==> config.mk <==
export PLATFORM = sky130hd
export DESIGN_NAME = pwr_mode_ctrl
export DESIGN_NICKNAME = d
export VERILOG_FILES = /design/src/rtl/pmc_pkg.sv /design/src/rtl/pmc_sync.sv /design/src/rtl/pmc_slow_div.sv /design/src/rtl/pmc_wake_det.sv /design/src/rtl/pmc_fsm.sv /design/src/rtl/pwr_mode_ctrl.sv
export SDC_FILE = /design/constraint.sdc
export NUM_CORES = 1
export LEC_CHECK = 0
export BUFFER_PORTS_ARGS = -buffer_cell sky130_fd_sc_hd__buf_2
export CAP_MARGIN = 30
export CORE_ASPECT_RATIO = 1.25
export CORE_MARGIN = 1
export CORE_UTILIZATION = 35
export DETAILED_ROUTE_END_ITERATION = 10
export PLACE_DENSITY_LB_ADDON = 0.25
export SLEW_MARGIN = 40
export SYNTH_ARGS = -nofsm -noshare
export SYNTH_HDL_FRONTEND = slang
export SYNTH_SLANG_ARGS = --single-unit
==> constraint.sdc <==
create_clock -name clk -period 1.8 [get_ports clk]
set_input_delay 0.27 -clock clk [delete_from_list [all_inputs] [get_ports clk]]
set_output_delay 0.27 -clock clk [all_outputs]
set_load 0.01 [all_outputs]
==> src/rtl/pmc_pkg.sv <==
package pmc_pkg;

    typedef enum logic [2:0] {
        ST_RUN    = 3'd0,
        ST_IDLE   = 3'd1,
        ST_SPD    = 3'd2,
        ST_HPD    = 3'd3,
        ST_WAKE_S = 3'd4,
        ST_WAKE_H = 3'd5
    } pmc_state_e;

    localparam logic [1:0] MODE_NORMAL = 2'd0;
    localparam logic [1:0] MODE_IDLE   = 2'd1;
    localparam logic [1:0] MODE_SPD    = 2'd2;
    localparam logic [1:0] MODE_HPD    = 2'd3;

endpackage

==> src/rtl/pmc_sync.sv <==
module pmc_sync #(
    parameter int unsigned W = 1,
    parameter logic [W-1:0] RST_VAL = '1
) (
    input  logic         clk,
    input  logic         rst_n,
    input  logic [W-1:0] async_i,
    output logic [W-1:0] sync_o
);
    typedef struct packed {
        logic [W-1:0] s1;
        logic [W-1:0] s2;
    } sync_t;

    sync_t sy_d, sy_q;

    always_comb begin
        sy_d.s1 = async_i;
        sy_d.s2 = sy_q.s1;
    end

    always_ff @(posedge clk or negedge rst_n) begin
        if (!rst_n) sy_q <= {RST_VAL, RST_VAL};
        else        sy_q <= sy_d;
    end

    assign sync_o = sy_q.s2;

    // the synchronized output is the input as it stood two edges earlier
    a_r5_sync_delay: assert property (@(posedge clk) disable iff (!rst_n)
        1'b1 |=> (sy_q.s2 == $past(sy_q.s1)));

endmodule

==> src/rtl/pmc_slow_div.sv <==
module pmc_slow_div #(
    parameter int unsigned RATIO = 32
) (
    input  logic clk,
    input  logic rst_n,
    output logic tick_o
);
    localparam int unsigned DW = (RATIO > 1) ? $clog2(RATIO) : 1;
    localparam logic [DW-1:0] LAST = DW'(RATIO - 1);

    logic [DW-1:0] div_d, div_q;

    always_comb begin
        if (div_q == LAST) div_d = '0;
        else               div_d = div_q + 1'b1;
    end

    always_ff @(posedge clk or negedge rst_n) begin
        if (!rst_n) div_q <= '0;
        else        div_q <= div_d;
    end

    assign tick_o = (div_q == LAST);

    // the counter wraps to zero right after the tick
    a_r10_div_wrap: assert property (@(posedge clk) disable iff (!rst_n)
        tick_o |=> (div_q == '0));
    // ticks never fall on back-to-back cycles
    a_r10_tick_spaced: assert property (@(posedge clk) disable iff (!rst_n)
        tick_o |=> !tick_o);

endmodule

==> src/rtl/pmc_wake_det.sv <==
module pmc_wake_det #(
    parameter int unsigned LOW_MIN = 2
) (
    input  logic clk,
    input  logic rst_n,
    input  logic arm_i,
    input  logic sel_i,
    input  logic pin_a_s,
    input  logic pin_b_s,
    output logic wake_o
);
    localparam int unsigned CW = $clog2(LOW_MIN + 1);
    localparam logic [CW-1:0] SAT  = CW'(LOW_MIN);
    localparam logic [CW-1:0] NEED = CW'(LOW_MIN - 1);

    logic [CW-1:0] run_d, run_q;
    logic          sel_low;

    assign sel_low = sel_i ? !pin_b_s : !pin_a_s;

    always_comb begin
        if (!arm_i || !sel_low) run_d = '0;
        else if (run_q < SAT)   run_d = run_q + 1'b1;
        else                    run_d = run_q;
    end

    always_ff @(posedge clk or negedge rst_n) begin
        if (!rst_n) run_q <= '0;
        else        run_q <= run_d;
    end

    assign wake_o = arm_i && sel_low && (run_q >= NEED);

    // a wake needs the selected pin low while armed in the previous cycle too
    a_r5_two_lows: assert property (@(posedge clk) disable iff (!rst_n)
        wake_o |-> $past(arm_i && sel_low));

endmodule

==> src/rtl/pmc_fsm.sv <==
module pmc_fsm
    import pmc_pkg::*;
#(
    parameter int unsigned RESTART = 16
) (
    input  logic       clk,
    input  logic       rst_n,
    input  logic       req_idle,
    input  logic       req_pdown,
    input  logic       slow_req,
    input  logic       irq_pend,
    input  logic       hpd_n_s,
    input  logic       wake_i,
    input  logic       tick_i,
    output logic       arm_o,
    output logic       cpu_en_o,
    output logic       per_en_o,
    output logic       osc_o,
    output logic       sys_rst_o,
    output logic [2:0] mode_o
);
    localparam int unsigned RW = (RESTART > 1) ? $clog2(RESTART) : 1;
    localparam logic [RW-1:0] LOAD = RW'(RESTART - 1);

    typedef struct packed {
        pmc_state_e     st;
        logic [RW-1:0]  cnt;
        logic           slow;
    } fsm_t;

    fsm_t r_d, r_q;

    always_comb begin
        r_d      = r_q;
        r_d.slow = slow_req;
        if (!hpd_n_s) begin
            r_d.st   = ST_HPD;
            r_d.cnt  = '0;
            r_d.slow = 1'b0;
        end else begin
            unique case (r_q.st)
                ST_RUN: begin
                    if (req_pdown)     r_d.st = ST_SPD;
                    else if (req_idle) r_d.st = ST_IDLE;
                end
                ST_IDLE: begin
                    if (irq_pend) r_d.st = ST_RUN;
                end
                ST_SPD: begin
                    if (wake_i) begin
                        r_d.st  = ST_WAKE_S;
                        r_d.cnt = LOAD;
                    end
                end
                ST_HPD: begin
                    r_d.st   = ST_WAKE_H;
                    r_d.cnt  = LOAD;
                    r_d.slow = 1'b0;
                end
                ST_WAKE_S, ST_WAKE_H: begin
                    if (r_q.st == ST_WAKE_H) r_d.slow = 1'b0;
                    if (r_q.cnt == '0) r_d.st  = ST_RUN;
                    else               r_d.cnt = r_q.cnt - 1'b1;
                end
                default: r_d.st = ST_RUN;
            endcase
        end
    end

    always_ff @(posedge clk or negedge rst_n) begin
        if (!rst_n) begin
            r_q.st   <= ST_RUN;
            r_q.cnt  <= '0;
            r_q.slow <= 1'b0;
        end else begin
            r_q <= r_d;
        end
    end

    logic clk_slot;
    logic run_st;
    logic idle_st;

    assign clk_slot = !r_q.slow || tick_i;
    assign run_st   = (r_q.st == ST_RUN);
    assign idle_st  = (r_q.st == ST_IDLE);

    assign arm_o     = (r_q.st == ST_SPD);
    assign cpu_en_o  = run_st && clk_slot;
    assign per_en_o  = (run_st || idle_st) && clk_slot;
    assign osc_o     = !((r_q.st == ST_SPD) || (r_q.st == ST_HPD));
    assign sys_rst_o = (r_q.st == ST_HPD) || (r_q.st == ST_WAKE_H);

    always_comb begin
        unique case (r_q.st)
            ST_IDLE:              mode_o[1:0] = MODE_IDLE;
            ST_SPD, ST_WAKE_S:    mode_o[1:0] = MODE_SPD;
            ST_HPD, ST_WAKE_H:    mode_o[1:0] = MODE_HPD;
            default:              mode_o[1:0] = MODE_NORMAL;
        endcase
        mode_o[2] = r_q.slow && (run_st || idle_st);
    end

    // a pending interrupt ends idle on the next edge
    a_r3_irq_leaves_idle: assert property (@(posedge clk) disable iff (!rst_n)
        (r_q.st == ST_IDLE && irq_pend && hpd_n_s) |=> (r_q.st == ST_RUN));
    // software power down holds until a wake-up
    a_r5_spd_holds: assert property (@(posedge clk) disable iff (!rst_n)
        (r_q.st == ST_SPD && !wake_i && hpd_n_s) |=> (r_q.st == ST_SPD));
    // hardware power down overrides every mode
    a_r8_hpd_wins: assert property (@(posedge clk) disable iff (!rst_n)
        !hpd_n_s |=> (r_q.st == ST_HPD));
    // the restart ends in normal mode
    a_r7_restart_done: assert property (@(posedge clk) disable iff (!rst_n)
        (r_q.st == ST_WAKE_S && r_q.cnt == '0 && hpd_n_s) |=> (r_q.st == ST_RUN));
    // leaving hardware power down goes through the reset request
    a_r9_exit_via_reset: assert property (@(posedge clk) disable iff (!rst_n)
        (r_q.st == ST_HPD && hpd_n_s) |=> (r_q.st == ST_WAKE_H && sys_rst_o));

endmodule

==> src/rtl/pwr_mode_ctrl.sv <==
module pwr_mode_ctrl #(
    parameter int unsigned SLOW_RATIO     = 32,
    parameter int unsigned RESTART_CYCLES = 16,
    parameter int unsigned WAKE_LOW_MIN   = 2
) (
    input  logic       clk,
    input  logic       rst_n,
    input  logic       req_idle,
    input  logic       req_pdown,
    input  logic       slow_req,
    input  logic       wake_sel,
    input  logic       hw_pd_n,
    input  logic       irq_pend,
    input  logic       wake_pin_a,
    input  logic       wake_pin_b,
    output logic       cpu_clk_en,
    output logic       per_clk_en,
    output logic       osc_run,
    output logic       sys_rst_req,
    output logic [2:0] mode_o
);
    localparam int unsigned NPIN = 3;

    logic [NPIN-1:0] pins_s;
    logic            tick;
    logic            wake;
    logic            arm;

    pmc_sync #(.W(NPIN), .RST_VAL({NPIN{1'b1}})) u_sync (
        .clk     (clk),
        .rst_n   (rst_n),
        .async_i ({hw_pd_n, wake_pin_b, wake_pin_a}),
        .sync_o  (pins_s)
    );

    pmc_slow_div #(.RATIO(SLOW_RATIO)) u_div (
        .clk    (clk),
        .rst_n  (rst_n),
        .tick_o (tick)
    );

    pmc_wake_det #(.LOW_MIN(WAKE_LOW_MIN)) u_wake (
        .clk     (clk),
        .rst_n   (rst_n),
        .arm_i   (arm),
        .sel_i   (wake_sel),
        .pin_a_s (pins_s[0]),
        .pin_b_s (pins_s[1]),
        .wake_o  (wake)
    );

    pmc_fsm #(.RESTART(RESTART_CYCLES)) u_fsm (
        .clk       (clk),
        .rst_n     (rst_n),
        .req_idle  (req_idle),
        .req_pdown (req_pdown),
        .slow_req  (slow_req),
        .irq_pend  (irq_pend),
        .hpd_n_s   (pins_s[2]),
        .wake_i    (wake),
        .tick_i    (tick),
        .arm_o     (arm),
        .cpu_en_o  (cpu_clk_en),
        .per_en_o  (per_clk_en),
        .osc_o     (osc_run),
        .sys_rst_o (sys_rst_req),
        .mode_o    (mode_o)
    );

    // the CPU clock never runs while the peripherals are stopped
    a_r2_cpu_implies_per: assert property (@(posedge clk) disable iff (!rst_n)
        cpu_clk_en |-> per_clk_en);
    // with the oscillator off no clock enable is given
    a_r4_osc_off_quiet: assert property (@(posedge clk) disable iff (!rst_n)
        !osc_run |-> (!per_clk_en && !cpu_clk_en));

endmodule

==> metrics <==
syn avg cell area=12.0 um2; Die Ht=about 62 um; HPWL Detailed=1.19 mm; Ports=17; Hold Vio Cnt, Final=0; crit path time final=a little under 2000 ps; row cnt=21; Slew @ Worst Pin=about 470 ps; DRT Pass-1 Iters=4; failing checks=negative setup slack; Pwr Total=around 1.1 mW; Synth Flop Type=dfrtp_1; cells on worst reg2reg path=5; Syn Inst Count=between 80 and 90; Final TNS setup=-189 ps; post-layout util=a little over two fifths; CTS tree=built; initial core utilization=roughly 37%; endpoints failing setup=2; post-route antenna net violation count=0; CP Class=flop to primary output; Worst-Skew Late Latency=around 300 ps; Max Cap Viol=0; largest net degree at the start of global routing=22; DRC=0; Final Worst Setup Slack=-155 ps; routed vias/inst=4.86; Worst Path Max Fanout=2; Hold WC Path Type=primary input to flop; H-tree levels=1; commonest non-fill, non-tap cell in the layout=buf_2; final cell count without fillers=around 140; Worst setup EP type=primary output; Hold Path Cell Cnt=1; Syn-to-layout area delta=18.2%; DRT Wirelength=between 1.5 and 2 mm; fill count=about 260; Seq/Total Area, Yosys=about 53%; Max Slew Vio Count=0; antenna cells=0; HP Start=hw_pd_n; Tcrit/Tclk final=109%; # placed instances=about 130; Finished Cell Area=about 1200 um2; most frequent cells in the layout=buf_2 (16), dfrtp_1 (15), nand2_1 (6), nor2_1 (6), dfstp_2 (6); IO buf count=16; antenna violations before repair=0; RSZ-0062 raised after global routing=true; TritonCTS Buffers=3; hold slack=between 40 and 50 ps; slew margin rel.=68.6%; nets=between 100 and 150; synth warn=0; WL/cell=between 10 and 15 um; WP data required=roughly 1500 ps; distinct cell type count after synthesis=34; startpoint types=flop; Fin Clk Skew=8.61 ps; Synth Net Count=98; RePlAce Congestion=around 0.78; CTS root buf=clkbuf_4; RR Endpoint=u_fsm.r_q[1]; status=complete, but fails checks; Syn Std Cell Area=between 1000 and 1500 um2; placed cell area=1120 um2; Peak Freq=approximately 0.5 GHz; setup slack, reg-to-reg=between 200 and 300 ps; Placeable Area=between 2000 and 3000 um2; asr flop ratio synth=100%; Clock Sinks=21; dpl ws=about 170 ps; Power per Cell Area=~880 nW/um2; number of synthesized flops with an enable pin=0; GR Util All Layers=13.8%; Worst Hold End=u_sync.sy_d[2]; gr ovfl total=0; die width=~50 um; RR Startpoint=u_fsm.r_q[1]; Leak=just over 0.5 nW; flops & latches, synth=21; first-pass GRT wire length=3.06 mm; crit path DAT=between 1500 and 2000 ps; die area=around 3100 um2; vias in the first global route=~750; share of cells above drive strength 1=approximately two fifths; worst-case vdd ir drop=338 uV; DRT iter0 DRCs=3; via count=676; CTS max path bufs=2; clk slew on worst S/H paths=about 120 ps
[worst max path at each step]
stage,from,endpoint,slack [ps],cells past startpoint
global placement,u_div.div_q[0],cpu_clk_en,190,7
floorplan,u_div.div_q[0],cpu_clk_en,80,6
detailed placement,u_div.div_q[0],cpu_clk_en,170,7
finish,u_div.div_q[1],cpu_clk_en,-160,7
CTS,u_div.div_q[1],cpu_clk_en,-160,7
global route,u_div.div_q[1],cpu_clk_en,-270,7
[final cells by class]
cell class                      instances  area (um2)  area share (%)
Sequential cell                        21         533            44.8
Multi-Input combinational cell         54         447            37.6
Timing Repair Buffer                   21         120            10.1
Tap cell                               34        42.5            3.58
Clock buffer                            3        22.5            1.89
Inverter                                5        18.8            1.58
Clock inverter                          1        5.00           0.421
[what timing repair did]
action                                  CTS  global route
endpoints found under the setup margin    2             2
resized for setup                         5             1
setup buffers                             1             0
endpoints found under the hold margin    15             0
hold buffers                              1             0
[critical path, cell delays in order, from the launching register on]
cell and delay (ps):
dfrtp_1 380, ha_2 190, and3_4 190, ha_4 130, inv_2 30, a211oi_2 180
nor2b_2 160, buf_2 130
[cells in the mapped netlist, types with 2 or more instances]
cell / instances / area (um2)
nand3_1: 3 / 15.0
mux2i_1: 2 / 20.0
nor3b_1: 2 / 15.0
nor2b_1: 3 / 18.8
or3_1: 2 / 12.5
xor2_1: 2 / 17.5
nand3b_1: 2 / 15.0
buf_6: 2 / 22.5
nor2_1: 6 / 22.5
dfstp_2: 6 / 158
nand2_1: 6 / 22.5
inv_1: 5 / 18.8
o2111a_1: 2 / 22.5
and2_1: 2 / 12.5
ha_1: 4 / 50.1
nor3_1: 3 / 15.0
dfrtp_1: 15 / 375
[where the power goes]
group	leakage (nW)	switching [mW]	internal, mW	total [mW]
registers	0.251	0.0507	0.517	0.568
clock network	0.0177	0.141	0.0828	0.224
logic	0.246	0.127	0.133	0.260
total	0.514	0.319	0.733	1.05
[state kept, by name (all words and copies together), names as in the netlist]
register and count:
u_div.div_q 5, u_fsm.r_q 8, u_sync.sync_o 3, u_wake.run_q 2
u_sync.sy_d 3
[layer usage]
metal  global-route usage [%]  vias up  wire length, um
met5                        0        -                0
met4                     8.57        0                0
met3                     2.92        0               56
met2                     26.6       15              929
met1                     13.7      331              765
li1                         -      330                -
[kinds of logic (layout without fill, tap and decap cells)]
logic type | Yosys count | count (layout) | share of synthesized area (%)
XOR/XNOR | 3 | 3 | 2.61
flip-flops | 21 | 21 | 53.0
adder cells (fa/ha/maj) | 4 | 4 | 4.98
buffers and inverters | 9 | 30 | 5.35
AO/OA/AOI/OAI | 9 | 9 | 9.58
AND/OR/NAND/NOR | 35 | 35 | 21.0
multiplexers | 3 | 3 | 3.48
No activity file was read; power rests on OpenSTA's default activity.
